`config.mk`:
```
export PLATFORM = sky130hd
export DESIGN_NAME = stdac_tx
export DESIGN_NICKNAME = d
export VERILOG_FILES = /design/src/rtl/stdac_pkg.sv /design/src/rtl/stdac_seq.sv /design/src/rtl/stdac_shift.sv /design/src/rtl/stdac_tx.sv
export SDC_FILE = /design/constraint.sdc
export NUM_CORES = 1
export LEC_CHECK = 0
export ABC_AREA = 1
export BUFFER_PORTS_ARGS = -buffer_cell sky130_fd_sc_hd__buf_2
export CORE_MARGIN = 2
export CORE_UTILIZATION = 40
export DETAILED_ROUTE_END_ITERATION = 7
export HOLD_SLACK_MARGIN = 0.08
export PLACE_DENSITY = 0.7
export SLEW_MARGIN = 20
export SYNTH_ARGS = -nofsm -noshare
export SYNTH_HDL_FRONTEND = slang
export SYNTH_SLANG_ARGS = --single-unit
```
`constraint.sdc`:
```
create_clock -name bclk -period 1.82 [get_ports bclk]
set_clock_uncertainty 0.1 [all_clocks]
set_input_delay 0.273 -clock bclk [delete_from_list [all_inputs] [get_ports bclk]]
set_output_delay 0.273 -clock bclk [all_outputs]
set_load 0.005 [all_outputs]
```
`src/rtl/stdac_pkg.sv`:
```
package stdac_pkg;
    typedef enum logic [1:0] {
        ST_PRIME = 2'd0,
        ST_LEFT  = 2'd1,
        ST_RIGHT = 2'd2
    } stdac_state_e;
endpackage

```
`src/rtl/stdac_seq.sv`:
```
module stdac_seq
    import stdac_pkg::*;
#(
    parameter int WORD_W = 16,
    localparam int BIT_W = $clog2(WORD_W)
) (
    input  logic             clk,
    input  logic             rst_n,
    output stdac_state_e     state,
    output logic [BIT_W-1:0] bit_idx,
    output logic             last_bit
);
    localparam logic [BIT_W-1:0] LAST_IDX = BIT_W'(WORD_W - 1);

    stdac_state_e state_nx;

    always_comb begin
        state_nx = state;
        unique case (state)
            ST_PRIME: state_nx = ST_LEFT;
            ST_LEFT:  if (bit_idx == LAST_IDX) state_nx = ST_RIGHT;
            ST_RIGHT: if (bit_idx == LAST_IDX) state_nx = ST_LEFT;
            default:  state_nx = ST_PRIME;
        endcase
    end

    always_ff @(posedge clk or negedge rst_n) begin
        if (!rst_n) begin
            state   <= ST_PRIME;
            bit_idx <= '0;
        end else begin
            state <= state_nx;
            if (state == ST_PRIME || bit_idx == LAST_IDX)
                bit_idx <= '0;
            else
                bit_idx <= bit_idx + 1'b1;
        end
    end

    assign last_bit = (state != ST_PRIME) && (bit_idx == LAST_IDX);

    AST_PRIME_ONE_CYCLE: assert property (@(posedge clk) disable iff (!rst_n)
        state == ST_PRIME |=> state == ST_LEFT && bit_idx == '0);
    AST_LEFT_THEN_RIGHT: assert property (@(posedge clk) disable iff (!rst_n)
        (state == ST_LEFT && last_bit) |=> state == ST_RIGHT);
    AST_RIGHT_THEN_LEFT: assert property (@(posedge clk) disable iff (!rst_n)
        (state == ST_RIGHT && last_bit) |=> state == ST_LEFT);
endmodule

```
`src/rtl/stdac_shift.sv`:
```
module stdac_shift #(
    parameter int WORD_W = 16
) (
    input  logic              clk,
    input  logic              rst_n,
    input  logic              load_zero,
    input  logic              last_bit,
    input  logic              in_valid,
    input  logic [WORD_W-1:0] in_data,
    output logic              ser_bit,
    output logic              underflow
);
    logic [WORD_W-1:0] shreg;
    logic [WORD_W-1:0] hold;

    always_ff @(posedge clk or negedge rst_n) begin
        if (!rst_n) begin
            shreg <= '0;
            hold  <= '0;
        end else if (load_zero) begin
            shreg <= '0;
            hold  <= '0;
        end else if (last_bit) begin
            shreg <= hold;
            hold  <= in_valid ? in_data : '0;
        end else begin
            shreg <= {shreg[WORD_W-2:0], 1'b0};
        end
    end

    assign ser_bit   = shreg[WORD_W-1];
    assign underflow = last_bit && !in_valid;

    AST_PRIME_SILENT: assert property (@(posedge clk) disable iff (!rst_n)
        load_zero |=> !ser_bit);
    AST_STARVED_HOLD_ZERO: assert property (@(posedge clk) disable iff (!rst_n)
        (last_bit && !in_valid) |=> hold == '0);
endmodule

```
`src/rtl/stdac_tx.sv`:
```
module stdac_tx
    import stdac_pkg::*;
#(
    parameter int WORD_W = 16
) (
    input  logic              bclk,
    input  logic              rst_n,
    input  logic              s_valid,
    input  logic [WORD_W-1:0] s_data,
    output logic              s_ready,
    output logic              req_left,
    output logic              tx_req,
    input  logic              atten_on,
    input  logic              err_clr,
    output logic              sdata,
    output logic              chan_clk,
    output logic              fsync,
    output logic              atten_n,
    output logic              err_flag
);
    localparam int BIT_W = $clog2(WORD_W);

    stdac_state_e     state;
    logic [BIT_W-1:0] bit_idx;
    logic             last_bit;
    logic             ser_bit;
    logic             underflow;
    logic             err_q;
    logic             atten_q;

    stdac_seq #(.WORD_W(WORD_W)) i_seq (
        .clk      (bclk),
        .rst_n    (rst_n),
        .state    (state),
        .bit_idx  (bit_idx),
        .last_bit (last_bit)
    );

    stdac_shift #(.WORD_W(WORD_W)) i_shift (
        .clk       (bclk),
        .rst_n     (rst_n),
        .load_zero (state == ST_PRIME),
        .last_bit  (last_bit),
        .in_valid  (s_valid),
        .in_data   (s_data),
        .ser_bit   (ser_bit),
        .underflow (underflow)
    );

    always_ff @(posedge bclk or negedge rst_n) begin
        if (!rst_n) begin
            err_q   <= 1'b0;
            atten_q <= 1'b0;
        end else begin
            atten_q <= atten_on;
            if (underflow)
                err_q <= 1'b1;
            else if (err_clr)
                err_q <= 1'b0;
        end
    end

    always_comb begin
        chan_clk = (state == ST_RIGHT);
        fsync    = (state == ST_LEFT) && (bit_idx == '0);
        tx_req   = last_bit;
        s_ready  = last_bit;
        req_left = last_bit && (state == ST_LEFT);
        sdata    = ser_bit;
        atten_n  = !atten_q;
        err_flag = err_q;
    end

    AST_REQ_SINGLE: assert property (@(posedge bclk) disable iff (!rst_n)
        tx_req |=> !tx_req);
    AST_FSYNC_ON_LEFT: assert property (@(posedge bclk) disable iff (!rst_n)
        fsync |-> !chan_clk && !tx_req);
    AST_CHAN_AT_BOUNDARY: assert property (@(posedge bclk) disable iff (!rst_n)
        !tx_req |=> $stable(chan_clk));
    AST_UNDERFLOW_FLAGS: assert property (@(posedge bclk) disable iff (!rst_n)
        (s_ready && !s_valid) |=> err_flag);
    AST_ERR_STICKY: assert property (@(posedge bclk) disable iff (!rst_n)
        (err_flag && !err_clr) |=> err_flag);
    AST_ATTEN_FOLLOW: assert property (@(posedge bclk) disable iff (!rst_n)
        1'b1 |=> atten_n == !$past(atten_on));
endmodule

```
==> results.tsv <==
stage	metric	value	unit
cts	cts_root_buffer	clkbuf_8	
grt	grt_max_degree	39	
synth	ys_types	20	
floorplanning	dieWidth	71.8	microns
grt	grt_pass1_vias	1336	
finish	nets	275	
sta	slew-limit-headroom	0.766	
worst_setup_path	reg2reg_depth	7	
finish	drive_gt1_frac	0.206	
sta	period_share	0.960	
route	wl_per_cell	11.5	microns
placement	gp_congestion	0.770	
sta	fin_crit	1750	ps
placement	placedCellCount	292	
route	routed_wirelength	3.51	mm
grt	grt_pass1_wl	5.86	mm
route	via_per_inst	4.73	
placement	hpwl	2.28	mm
floorplanning	die_y	71.8	microns
grt	antenna_found_initial	0	
finish	n_fill_cell	439	
worst_setup_path	startpoint_type	flop	
worst_setup_path	crit_type	reg2out	
cts	cts.path.max_buffers	2	
floorplanning	start_util	0.420	
finish	final_common_cell	nand2_1	
grt	gr-total-overflow	0	
worst_hold_path	hold_class	in2reg	
synth	syn_inst	218	
sta	finalHoldViolCount	0	
sta	setup_violations	0	
placement	io_buffers	28	
power	leakage	0.00118	uW
placement	dpl-instance-area	2000	sq um
outcome	status	complete, no violations	
worst_setup_path	cp-end-kind	output port	
worst_setup_path	cp_max_fo	9	
route	final_antenna_net_count	0	
sta	grt_setup_unrepaired	true	
cts	htree_levels	2	
sta	fmax	572	MHz
cts	clock_sinks	40	
worst_setup_path	required	1450	ps
synth	synth_seq_cells	40	
cts	clk_latency	290	ps
route	drcViolationCount	0	
route	via_count	1444	
worst_setup_path	arrival	1370	ps
finish	syn_to_final_growth	16.0	%
job	cap_violations	0	
synth	ys_warn_count	0	
cts	clkTransAtPathRegs	70	ps
sta	tightest_slew	349	ps
power	p_total	1650	uW
finish	final_cells	305	
floorplanning	rows	24	
floorplanning	die_area	5160	sq um
power	powerDensity	773	nW/um^2
finish	final_cell_mix	86 x nand2_1, 40 x dfrtp_1, 33 x nand3_1	
floorplanning	core	4380	sq um
floorplanning	ios	29	
cts	numCtsBuffers	5	
route	drt_iter0_markers	112	
finish	multi_input_area	682	sq um
sta	whs	114	ps
grt	grtUsageTotal	0.149	
route	drtPass1Iterations	4	
worst_hold_path	min_path_cells	4	
synth	synth_area	1840	sq um
cts	cts_tree	built	
synth	seq_area_frac_synth	0.544	
finish	utilization	0.487	
finish	num_antenna_cells	0	
sta	final_max_slew_viol_count	0	
synth	synth.net_count	241	
finish	seq_area	1000	sq um
power	irDropWorstVdd	0.330	mV
finish	fin_area	2130	sq um
synth	synth.avg_cell_area	8.44	sq um
[registers in the layout, summed over array words and instances (netlist names)]
name and cells:
i_seq.state 2, i_seq.bit_idx 4, i_shift.shreg 16, err_flag 1, atten_q 1, i_shift.hold 16
[timing repair]
item | in CTS | in global routing
pin swaps | 1 | 1
endpoints found under the setup margin | 2 | 2
hold buffers | 2 | 0
endpoints found under the hold margin | 41 | 0
buffers inserted | 1 | 2
gates resized for setup | 1 | 0
[cells by family (layout without fill, tap and decap cells)]
kind of cell	after synthesis	count (layout)	synth area share
simple gates	148	148	0.345
flops	40	40	0.544
buf+inv	25	60	0.0870
fa+ha+maj	2	2	0.0136
compound gates	2	2	0.00543
xor+xnor	1	1	0.00476
[worst paths after layout]
check                      slack, ps                to             start
max in group asynchronous       1020  i_shift.shreg[0]             rst_n
min reg2reg                      370  i_shift.shreg[3]   i_shift.hold[3]
min in group asynchronous        210           atten_q             rst_n
min                              110          err_flag           err_clr
max reg2reg                      270  i_shift.shreg[4]    i_seq.state[0]
max                               70            tx_req  i_seq.bit_idx[1]
[Yosys cell counts (all sizes together)]
cell type / count / area share
nor2: 24 / 0.054
nand2: 87 / 0.18
inv: 11 / 0.022
o21ai: 2 / 0.0054
nor3b: 1 / 0.0068
nor3: 1 / 0.0027
nand3: 34 / 0.099
dfrtp: 40 / 0.54
xnor2: 1 / 0.0048
ha: 2 / 0.014
buf: 14 / 0.065
nand4: 1 / 0.0034
[worst max-delay path, stage by stage (launching register included)]
cell     delay (ps)
dfrtp_1         390
ha_2            230
nand3_4         140
nor2_4          180
buf_2           140
[stage by stage]
stage | setup slack [ps] | setup TNS [ps]
6_report | 73.1 | 0
3_3_place_gp | 332 | 0
4_1_cts | 8.62 | 0
3_5_place_dp | 310 | 0
5_1_grt | -10.2 | -12.4
2_1_floorplan | 316 | 0
[routing by layer]
layer | track usage | vias to the layer above | share of wire
li1 | - | 737 | -
met1 | 0.183 | 672 | 0.45
met2 | 0.243 | 31 | 0.48
met3 | 0.0520 | 4 | 0.044
met4 | 0.0566 | 0 | 0.018
met5 | 0 | - | 0
[final cells by class]
class / instances / area share
well taps: 52 / 0.0305
clock buffers: 8 / 0.0422
inverters: 11 / 0.0193
flip-flops and latches: 40 / 0.469
multi-input cells: 153 / 0.319
repair buffers: 41 / 0.120
[report_power, final]
| group | leakage, uW | internal, uW | switching, uW |
|---|---|---|---|
| logic | 0.000624 | 53.7 | 57.6 |
| registers | 0.000515 | 926 | 15.0 |
| clock network | 0.0000455 | 309 | 289 |
| total | 0.00118 | 1290 | 362 |
(Power assumes the default switching activity.)
